File: config.mk
export PLATFORM = sky130hd
export DESIGN_NAME = cellfault_locator
export DESIGN_NICKNAME = d
export VERILOG_FILES = /design/src/rtl/cfl_pkg.sv /design/src/rtl/cfl_array_model.sv /design/src/rtl/cfl_pattern_gen.sv /design/src/rtl/cfl_seq_fsm.sv /design/src/rtl/cfl_flag_reduce.sv /design/src/rtl/cellfault_locator.sv
export SDC_FILE = /design/constraint.sdc
export NUM_CORES = 1
export LEC_CHECK = 0
export ABC_AREA = 1
export BUFFER_PORTS_ARGS = -buffer_cell sky130_fd_sc_hd__buf_2
export CAP_MARGIN = 20
export CORE_ASPECT_RATIO = 0.7
export CORE_MARGIN = 3
export CORE_UTILIZATION = 38
export CTS_CLUSTER_DIAMETER = 80
export CTS_CLUSTER_SIZE = 12
export DETAILED_ROUTE_END_ITERATION = 16
export PLACE_DENSITY = 0.65
export SLEW_MARGIN = 0
export SYNTH_ARGS = -nofsm -noshare
export SYNTH_HDL_FRONTEND = slang
export SYNTH_SLANG_ARGS = --single-unit
File: constraint.sdc
create_clock -name clk -period 2.34 [get_ports clk]
set_input_delay 0.117 -clock clk [delete_from_list [all_inputs] [get_ports clk]]
set_output_delay 0.117 -clock clk [all_outputs]
set_load 0.02 [all_outputs]
File: src/rtl/cfl_pkg.sv
package cfl_pkg;

   typedef enum logic [1:0] {
      PH_IDLE   = 2'd0,
      PH_SCREEN = 2'd1,
      PH_PROBE  = 2'd2,
      PH_DONE   = 2'd3
   } phase_t;

endpackage

File: src/rtl/cfl_array_model.sv
// Behavioural crossbar: a bitline senses high when some effectively
// low-resistance cell on it sees a 0 input; ref_lo flips the sense rail.
module cfl_array_model #(
   parameter int ROWS = 8,
   parameter int COLS = 6
) (
   input  logic [ROWS*COLS-1:0] prog_map,
   input  logic [ROWS*COLS-1:0] stuck_map,
   input  logic [ROWS-1:0]      wl,
   input  logic                 ref_lo,
   output logic [COLS-1:0]      sense
);

   localparam int NCELL = ROWS * COLS;

   logic [NCELL-1:0] eff_lrs;
   assign eff_lrs = prog_map | stuck_map;

   for (genvar c = 0; c < COLS; c++) begin : g_col
      logic [ROWS-1:0] pull;
      assign pull     = eff_lrs[c*ROWS +: ROWS] & ~wl;
      assign sense[c] = ref_lo ^ (|pull);
   end

endmodule

File: src/rtl/cfl_pattern_gen.sv
module cfl_pattern_gen
   import cfl_pkg::*;
#(
   parameter int ROWS = 8,
   parameter int COLS = 6,
   localparam int CW = (COLS > 1) ? $clog2(COLS) : 1,
   localparam int RW = (ROWS > 1) ? $clog2(ROWS) : 1
) (
   input  phase_t               phase,
   input  logic [CW-1:0]        col,
   input  logic [RW-1:0]        row,
   input  logic [ROWS*COLS-1:0] prog_map,
   output logic [ROWS-1:0]      wl,
   output logic                 ref_lo
);

   logic [ROWS-1:0] prog_col [COLS];

   for (genvar c = 0; c < COLS; c++) begin : g_slice
      assign prog_col[c] = prog_map[c*ROWS +: ROWS];
   end

   always_comb begin
      wl     = '0;
      ref_lo = 1'b0;
      case (phase)
         PH_SCREEN: begin
            if (int'(col) < COLS) wl = prog_col[col];
         end
         PH_PROBE: begin
            wl     = ~(ROWS'(1) << row);
            ref_lo = 1'b1;
         end
         default: begin
            wl     = '0;
            ref_lo = 1'b0;
         end
      endcase
   end

endmodule

File: src/rtl/cfl_seq_fsm.sv
module cfl_seq_fsm
   import cfl_pkg::*;
#(
   parameter int ROWS = 8,
   parameter int COLS = 6,
   localparam int CW    = (COLS > 1) ? $clog2(COLS) : 1,
   localparam int RW    = (ROWS > 1) ? $clog2(ROWS) : 1,
   localparam int NCELL = ROWS * COLS,
   localparam int IW    = (NCELL > 1) ? $clog2(NCELL) : 1
) (
   input  logic             clk,
   input  logic             rst_n,
   input  logic             start,
   input  logic [COLS-1:0]  sense,
   input  logic [NCELL-1:0] prog_map,
   output phase_t           phase,
   output logic [CW-1:0]    col,
   output logic [RW-1:0]    row,
   output logic [NCELL-1:0] cell_map,
   output logic [COLS-1:0]  bl_flag,
   output logic             busy,
   output logic             done
);

   logic [IW-1:0] cell_idx;
   logic          last_col;
   logic          last_row;
   logic          col_sense;

   assign cell_idx  = IW'(col) * IW'(ROWS) + IW'(row);
   assign last_col  = (col == CW'(COLS - 1));
   assign last_row  = (row == RW'(ROWS - 1));
   assign col_sense = sense[col];
   assign busy      = (phase == PH_SCREEN) || (phase == PH_PROBE);
   assign done      = (phase == PH_DONE);

   always_ff @(posedge clk or negedge rst_n) begin
      if (!rst_n) begin
         phase    <= PH_IDLE;
         col      <= '0;
         row      <= '0;
         cell_map <= '0;
         bl_flag  <= '0;
      end else begin
         case (phase)
            PH_IDLE, PH_DONE: begin
               if (start) begin
                  phase    <= PH_SCREEN;
                  col      <= '0;
                  row      <= '0;
                  cell_map <= '0;
                  bl_flag  <= '0;
               end
            end
            PH_SCREEN: begin
               if (col_sense) begin
                  bl_flag[col] <= 1'b1;
                  row          <= '0;
                  phase        <= PH_PROBE;
               end else if (last_col) begin
                  phase <= PH_DONE;
               end else begin
                  col <= col + 1'b1;
               end
            end
            PH_PROBE: begin
               if (!col_sense && !prog_map[cell_idx])
                  cell_map[cell_idx] <= 1'b1;
               if (last_row) begin
                  row <= '0;
                  if (last_col) begin
                     phase <= PH_DONE;
                  end else begin
                     col   <= col + 1'b1;
                     phase <= PH_SCREEN;
                  end
               end else begin
                  row <= row + 1'b1;
               end
            end
            default: phase <= PH_IDLE;
         endcase
      end
   end

   // probing only ever runs on a bitline whose screen failed
   a_r5_probe_on_flagged: assert property (@(posedge clk) disable iff (!rst_n)
      (phase == PH_PROBE) |-> bl_flag[col]);

   // a passing screen never leads into a probe
   a_r4_good_col_skips: assert property (@(posedge clk) disable iff (!rst_n)
      (phase == PH_SCREEN && !col_sense) |=> (phase != PH_PROBE));

   // an accepted start opens the run on bitline 0
   a_r2_start_launches: assert property (@(posedge clk) disable iff (!rst_n)
      (!busy && start) |=> (phase == PH_SCREEN && col == '0 && cell_map == '0));

   // finished results hold until a new start
   a_r8_results_hold: assert property (@(posedge clk) disable iff (!rst_n)
      (done && !start) |=> ($stable(cell_map) && $stable(bl_flag) && done));

endmodule

File: src/rtl/cfl_flag_reduce.sv
module cfl_flag_reduce #(
   parameter int ROWS = 8,
   parameter int COLS = 6
) (
   input  logic [ROWS*COLS-1:0] cell_map,
   output logic [ROWS-1:0]      wl_flag
);

   logic [COLS-1:0] row_bits [ROWS];

   for (genvar r = 0; r < ROWS; r++) begin : g_row
      for (genvar c = 0; c < COLS; c++) begin : g_bit
         assign row_bits[r][c] = cell_map[c*ROWS + r];
      end
      assign wl_flag[r] = |row_bits[r];
   end

endmodule

File: src/rtl/cellfault_locator.sv
module cellfault_locator
   import cfl_pkg::*;
#(
   parameter int ROWS = 8,
   parameter int COLS = 6,
   localparam int CW    = (COLS > 1) ? $clog2(COLS) : 1,
   localparam int RW    = (ROWS > 1) ? $clog2(ROWS) : 1,
   localparam int NCELL = ROWS * COLS
) (
   input  logic             clk,
   input  logic             rst_n,
   input  logic             start,
   input  logic [NCELL-1:0] prog_map,
   input  logic [NCELL-1:0] stuck_map,
   output logic             busy,
   output logic             done,
   output logic [NCELL-1:0] cell_map,
   output logic [COLS-1:0]  bl_flag,
   output logic [ROWS-1:0]  wl_flag
);

   if (ROWS < 2) begin : g_bad_rows
      $error("cellfault_locator: ROWS must be at least 2");
   end
   if (COLS < 1) begin : g_bad_cols
      $error("cellfault_locator: COLS must be at least 1");
   end

   phase_t          phase;
   logic [CW-1:0]   col;
   logic [RW-1:0]   row;
   logic [ROWS-1:0] wl;
   logic            ref_lo;
   logic [COLS-1:0] sense;

   cfl_seq_fsm #(.ROWS(ROWS), .COLS(COLS)) u_fsm (
      .clk      (clk),
      .rst_n    (rst_n),
      .start    (start),
      .sense    (sense),
      .prog_map (prog_map),
      .phase    (phase),
      .col      (col),
      .row      (row),
      .cell_map (cell_map),
      .bl_flag  (bl_flag),
      .busy     (busy),
      .done     (done)
   );

   cfl_pattern_gen #(.ROWS(ROWS), .COLS(COLS)) u_pat (
      .phase    (phase),
      .col      (col),
      .row      (row),
      .prog_map (prog_map),
      .wl       (wl),
      .ref_lo   (ref_lo)
   );

   cfl_array_model #(.ROWS(ROWS), .COLS(COLS)) u_array (
      .prog_map  (prog_map),
      .stuck_map (stuck_map),
      .wl        (wl),
      .ref_lo    (ref_lo),
      .sense     (sense)
   );

   cfl_flag_reduce #(.ROWS(ROWS), .COLS(COLS)) u_reduce (
      .cell_map (cell_map),
      .wl_flag  (wl_flag)
   );

   // screening reads the normal sense rail
   a_r3_screen_ref: assert property (@(posedge clk) disable iff (!rst_n)
      (phase == PH_SCREEN) |-> !ref_lo);

   // a probe drives exactly one wordline low on the complement rail
   a_r5_probe_one_low: assert property (@(posedge clk) disable iff (!rst_n)
      (phase == PH_PROBE) |-> (ref_lo && $countones(wl) == ROWS - 1));

   // a programmed cell is never reported while a run is in progress
   a_r6_no_programmed_flag: assert property (@(posedge clk) disable iff (!rst_n)
      busy |-> ((cell_map & prog_map) == '0));

   // busy and done never overlap
   a_r8_done_excl_busy: assert property (@(posedge clk) disable iff (!rst_n)
      !(busy && done));

endmodule

* After elaboration in Yosys (flattened, before gate mapping)
Index checks and enable logic that the tools add are counted.
Word-level totals: bits in registers 62, output and inout bits 64, input port bits 99, word-level logic and storage cells 107
Cells by class: multiplexer cells 34, equal/unequal tests 11, magnitude comparators 6, bitwise gates (word level) 18, shifts and indexed selects 1, add/sub/neg operators 3, reduce and logical (&&, ||, !) cells 29
Operators by type and width (count):
- two-way mux 48 bit | 2
- OR 48 bit | 2
- case mux 48 bit (2 select lines) | 1
- bitwise AND 8 bit | 6
- OR reduction 6 bit | 8
- OR reduction 8 bit | 6
- binary-select mux 8 bit (select 3 bit) | 1
- two-way mux 8 bit | 3
- two-way mux 3 bit | 6
- case mux 3 bit (3 select lines) | 2
- inverter 8 bit | 2
- case mux 8 bit (2 select lines) | 1
- two-way mux 6 bit | 2
- case mux 6 bit (2 select lines) | 1
- AND reduction 3 bit | 4
- two-way mux 2 bit | 5
- << shifter 1 x 3 -> 8 bit (first input constant) | 1
- less-than comparator 6 x 7 -> 1 bit (second input constant) | 1
- adder 3 x 1 -> 3 bit (second input constant) | 2
- adder 6 x 3 -> 6 bit | 1
- binary-select mux 1 bit (select 6 bit) | 1
- demux 1 bit (select 6 bit) | 1
- == test 3 bit (second input constant) | 2
- >= comparator 6 x 1 -> 1 bit (second input constant) | 1
- other kinds (23) | 40

* Depth between registers and ports, before layout
word-level depth 16, gate-level depth with buffers 22, depth with buffers taken out 21

* Hierarchy
A second synthesis with hierarchy kept.
Unflattened totals: cell total of the unflattened synthesis 820, area total of the unflattened synthesis 5292.6 um^2
Modules (own cells, without submodules):
- cfl_seq_fsm | times used 1, seq. area each 1551.5 um^2, cells an instance 512, area an instance 3786.1 um^2
- cfl_pattern_gen | times used 1, seq. area each 0.0 um^2, cells an instance 159, area an instance 824.5 um^2
- cfl_array_model | times used 1, seq. area each 0.0 um^2, cells an instance 117, area an instance 551.8 um^2
- cfl_flag_reduce | times used 1, seq. area each 0.0 um^2, cells an instance 32, area an instance 130.1 um^2

* Least setup slack after synthesis
Ideal clock, no wire load.
kind reg2reg, start reg u_fsm.phase[0], end reg u_fsm.phase[1], buffers on the path 2, setup time 0.117 ns, clock period less this slack 2.533 ns, stages on the path, launching flop included 17, data required time 2.223 ns, arrival time 2.417 ns, path slack -0.193 ns, cell sequence dfrtp_1 -> inv_1 -> ha_1 -> clkinv_1 -> clkbuf_1 -> a21oi_1 -> nor2_1 -> nand3_1 -> nand3_1 -> nand2_1 -> nand2_1 -> nand3_2 -> buf_4 -> nand4_1 -> nand2_1 -> nand2_1 -> nand2_1
On the way: word-level cells in the longest chain between the ends 10, elaborated cells on any way between the ends 34, those cells by class eq/ne: 6; mux: 6; bitwise: 13; reduce/logical: 9
RTL lines:
- start: declaration | RTL line cfl_seq_fsm.sv:16 | output phase_t phase,
- start signal: assignment | RTL line cfl_seq_fsm.sv:39 | phase <= PH_IDLE;
- start signal: assignment | RTL line cfl_seq_fsm.sv:48 | phase <= PH_SCREEN;
- start signal: assignment | RTL line cfl_seq_fsm.sv:59 | phase <= PH_PROBE;
- == test 2 bit / == test 2 x 1 -> 1 bit (equally long branches) | RTL line cfl_pattern_gen.sv:26, cfl_seq_fsm.sv:45
- case mux 8 bit (2 select lines) | RTL line cfl_pattern_gen.sv:26 | case (phase)
- inverter 8 bit | RTL line cfl_array_model.sv:21 | assign pull = eff_lrs[c*ROWS +: ROWS] & ~wl;
- bitwise AND 8 bit | RTL line cfl_array_model.sv:21
- OR reduction 8 bit | RTL line cfl_array_model.sv:22 | assign sense[c] = ref_lo ^ (|pull);
- XOR 1 bit | RTL line cfl_array_model.sv:22
- binary-select mux 1 bit (select 3 bit) | RTL line cfl_seq_fsm.sv:33 | assign col_sense = sense[col];
- two-way mux 1 bit (implied by the code) | RTL line cfl_seq_fsm.sv:33
- inequality test 3 x 1 -> 1 bit (no line) / two-way mux 2 bit (equally long branches)
- AND reduction 3 bit (no line) / case mux 2 bit (3 select lines) (equally long branches)
Several ways; a longest one is shown, not always the timed one. The select of a mux whose other input is x is not followed. A chain may end at the register's enable or synchronous reset.

* Worst setup path after layout
start reg u_fsm.col[0], end reg u_fsm.cell_map[2]
On the way: word-level cells in the longest chain between the ends 16, elaborated cells on any way between the ends 44, those cells by class add/sub: 1; order compare: 3; eq/ne: 1; mux: 13; bitwise: 15; reduce/logical: 11
RTL lines:
- start: declaration | RTL line cfl_seq_fsm.sv:17 | output logic [CW-1:0] col,
- start signal: assignment | RTL line cfl_seq_fsm.sv:63 | col <= col + 1'b1;
- start signal: assignment | RTL line cfl_seq_fsm.sv:74 | col <= col + 1'b1;
- inverter 3 -> 4 bit (implied by the code) | RTL line cfl_pattern_gen.sv:28 | if (int'(col) < COLS) wl = prog_col[col];
- binary-select mux 8 bit (select 3 bit) | RTL line cfl_pattern_gen.sv:28
- two-way mux 8 bit (implied by the code) (2 in a row) | RTL line cfl_pattern_gen.sv:28
- two-way mux 8 bit | RTL line cfl_pattern_gen.sv:28
- case mux 8 bit (2 select lines) | RTL line cfl_pattern_gen.sv:26
- inverter 8 bit | RTL line cfl_array_model.sv:21
- bitwise AND 8 bit | RTL line cfl_array_model.sv:21
- OR reduction 8 bit | RTL line cfl_array_model.sv:22
- XOR 1 bit | RTL line cfl_array_model.sv:22
- binary-select mux 1 bit (select 3 bit) | RTL line cfl_seq_fsm.sv:33
- two-way mux 1 bit (implied by the code) | RTL line cfl_seq_fsm.sv:33
- logical NOT 1 bit | RTL line cfl_seq_fsm.sv:67 | if (!col_sense && !prog_map[cell_idx])
- logical AND 1 bit | RTL line cfl_seq_fsm.sv:67
- inequality test 2 bit (no line)
- AND reduction 3 bit (no line)
- end signal: assignment | RTL line cfl_seq_fsm.sv:42 | cell_map <= '0;
- end signal: assignment | RTL line cfl_seq_fsm.sv:51 | cell_map <= '0;
- end signal: indexed assignment | RTL line cfl_seq_fsm.sv:68 | cell_map[cell_idx] <= 1'b1;
- end: declaration | RTL line cfl_seq_fsm.sv:19 | output logic [NCELL-1:0] cell_map,
Several ways; a longest one is shown, not always the timed one. The select of a mux whose other input is x is not followed.

==> results.py <==
metrics = {
    "worst_setup_path": {
        "reg2reg_slack_ps": -480,
        "r2r_start": "u_fsm.col[0]",
        "crit_path_start_kind": "flip-flop",
        "timing.rr.end": "u_fsm.cell_map[2]",
        "crit_arrival_ps": 3070,
        "path_max_fanout": 24,
        "end_kind": "flip-flop",
        "path_class": "flip-flop to flip-flop",
        "ff2ff_path_depth": 17,
        "critPathRequiredTime_ps": 2590,
    },
    "finish": {
        "synthToLayoutAreaGrowth_pct": 49.3,
        "stdcell_count": 1174,
        "nNetsFinal": 1119,
        "layout_common_cells": "162 x buf_2, 127 x nand2_1, 111 x inv_1",
        "final_area_sq_mm": 0.00744,
        "layout.cells.most_common": "buf_2",
        "n_antenna_cell": 0,
        "drive_gt1_share_pct": 37.6,
    },
    "clock_network": {
        "clk_pin_slew_ps": 60,
        "numCtsBuffers": 9,
        "root_buffer": "clkbuf_16",
        "clk_path_buf_depth": 2,
        "tritoncts": "built",
        "cts_sinks": 62,
        "h-tree-depth": 3,
        "clk_latency_ps": 330,
    },
    "status": {
        "outcome": "complete, but fails checks",
        "failed_checks": "negative setup slack",
    },
    "die": {
        "die-area_sq_mm": 0.0146,
        "die_h_microns": 102,
        "io_pins": 163,
        "coreArea_sq_mm": 0.0126,
        "rows": 34,
        "fp.dieW_microns": 143,
        "initial_utilization_pct": 39.5,
    },
    "min_path": {
        "hold_end": "u_fsm.bl_flag[4]",
        "hold_class": "input pin to flip-flop",
        "hp-start": "start",
        "worstHoldPathCells": 5,
    },
    "run": {
        "cap_violations": 0,
    },
    "synth": {
        "yosysWarnings": 0,
        "ys_types": 33,
        "syn_avg_cell_area_sq_um": 6.58,
        "synth_area_sq_mm": 0.00498,
        "ys_ff_latch": 62,
        "syn-num-nets": 869,
        "syn-instance-count": 758,
        "yosysSeqAreaShare_pct": 31.1,
    },
    "placed_design": {
        "dp_slack_ps": -456,
        "placed_area_sq_mm": 0.00653,
        "place_hpwl_microns": 15200,
        "port-buffer-count": 162,
        "dp_cells": 1135,
        "place_congestion": 1.02,
    },
    "pwr": {
        "ir_worst_vdd_mv": 0.767,
        "pwr_density_cell_mw_per_mm2": 1150,
        "total_leakage_power_nw": 3.91,
    },
    "sta": {
        "relSlewSlack_pct": 47.4,
        "clock_skew_ps": 5.61,
        "fin_crit_ps": 2820,
        "timing.final.crit_share_pct": 120,
        "report.final.slew_viol_count": 0,
        "rsz0062_at_grt": "true",
        "setup_violations": 62,
        "final_hold_viol_count": 0,
        "clock.fmax_mhz": 355,
        "setup_ws_ps": -478,
        "worst_pin_slew_ps": 790,
    },
    "detailed_routing": {
        "ant_nets": 0,
        "via_per_inst": 5.50,
        "drc": 0,
        "wl_per_cell_microns": 17.7,
        "num_vias": 6458,
        "drt_iter0_drc": 906,
        "drtPass1Iterations": 6,
        "drt_wl_total_microns": 20800,
    },
    "global_routing": {
        "gr-total-overflow": 0,
        "grt_max_degree": 63,
        "track_usage_pct": 26.5,
        "grt_pass1_vias": 5614,
        "antenna_found_initial": 0,
        "grt_pass1_wl_microns": 30200,
    },
}
## state kept, by name, indices dropped and copies added (netlist names)
register,flops
u_fsm.cell_map,48
u_fsm.bl_flag,6
u_fsm.col,3
u_fsm.row,3
u_fsm.phase,2
## power by group
| part | internal [mW] | switching, mW |
|---|---|---|
| registers | 1.17 | 0.0970 |
| clock network | 0.956 | 0.483 |
| logic | 2.26 | 3.59 |
| total | 4.39 | 4.17 |
## critical path: stages, from the launching register on
cell and delay (ps):
dfrtp_2 450, buf_12 170, buf_4 150, o211ai_1 190, nand2_1 110, o21ai_2 160, nand2_2 90, buf_6 140
a21oi_2 160, nor2_2 50, nand3_2 110, nand3_2 120, nand2_2 80, nand2_2 70, nand3_4 150, buf_12 190
nand4_1 150, a21oi_2 170
## timing repair
action	CTS	global route
endpoints found under the setup margin	62	62
gates resized for setup	37	52
gates cloned	1	7
setup buffers	5	11
hold endpoints to repair	38	0
hold buffers	1	0
pin swaps	15	33
## synthesized netlist by cell type (all sizes together)
library cell	n	area share [%]
nor4	8	1.0
o21ai	33	3.3
a21oi	59	5.9
o31ai	1	0.15
o211ai	2	0.30
o2111ai	2	0.35
a22oi	2	0.30
or2	22	2.8
clkbuf	7	0.53
o22ai	11	1.4
o41ai	2	0.35
o221ai	1	0.18
nand2	152	12
buf	32	4.0
xnor2	1	0.18
nand4	71	8.9
nor2	93	7.3
a31o	1	0.18
nor3	2	0.20
a221oi	3	0.53
o21a	7	1.1
nand3	54	6.3
inv	114	8.6
clkinv	4	0.30
ha	12	3.0
dfrtp	62	31
## per-layer routing
layer / up-vias / part of all wire [%] / GRT usage (%)
li1: 3040 / - / -
met3: 26 / 14 / 7.16
met2: 397 / 40 / 36.5
met5: - / 0 / 0
met4: 0 / 0.96 / 3.07
met1: 2995 / 45 / 42.3
## worst max path at each step
stage              startpoint  depth (start not counted)            endpoint  slack [ps]
6_report         u_fsm.col[0]                         17   u_fsm.cell_map[2]        -480
5_1_grt          u_fsm.col[0]                         18  u_fsm.cell_map[25]        -590
4_1_cts          u_fsm.col[2]                         20   u_fsm.cell_map[1]        -330
3_5_place_dp     u_fsm.col[0]                         19  u_fsm.cell_map[39]        -460
3_3_place_gp   u_fsm.phase[0]                         18  u_fsm.cell_map[45]        -430
2_1_floorplan  u_fsm.phase[0]                         15      u_fsm.phase[1]          10
## logic make-up after synthesis
group / synth area share (%)
simple gates: 38.2
fa+ha+maj: 3.01
buf+inv: 13.5
compound gates: 14.0
xor+xnor: 0.176
flops: 31.1
## area by class of cell
class | count | area (sq um)
Fill cell | 1224 | 5190
Timing Repair Buffer | 276 | 1900
Inverter | 118 | 459
Clock buffer | 10 | 239
Tap cell | 162 | 203
Clock inverter | 5 | 83.8
Multi-Input combinational cell | 541 | 3010
Sequential cell | 62 | 1550
## metrics by stage
step | TNS [ps] | power (mW) | util, % | hold WS, ps
after global routing | -34110 | 9.01 | 58.9 | 400
after detailed placement | -25990 | 5.82 | 51.7 | 330
after floorplan | 0 | 4.02 | - | -179
after CTS | -17190 | 7.75 | 56.1 | 320
final | -26150 | 8.56 | 58.9 | 369
after global placement | -23880 | 5.82 | 51.7 | 329
(Power assumes the default switching activity.)
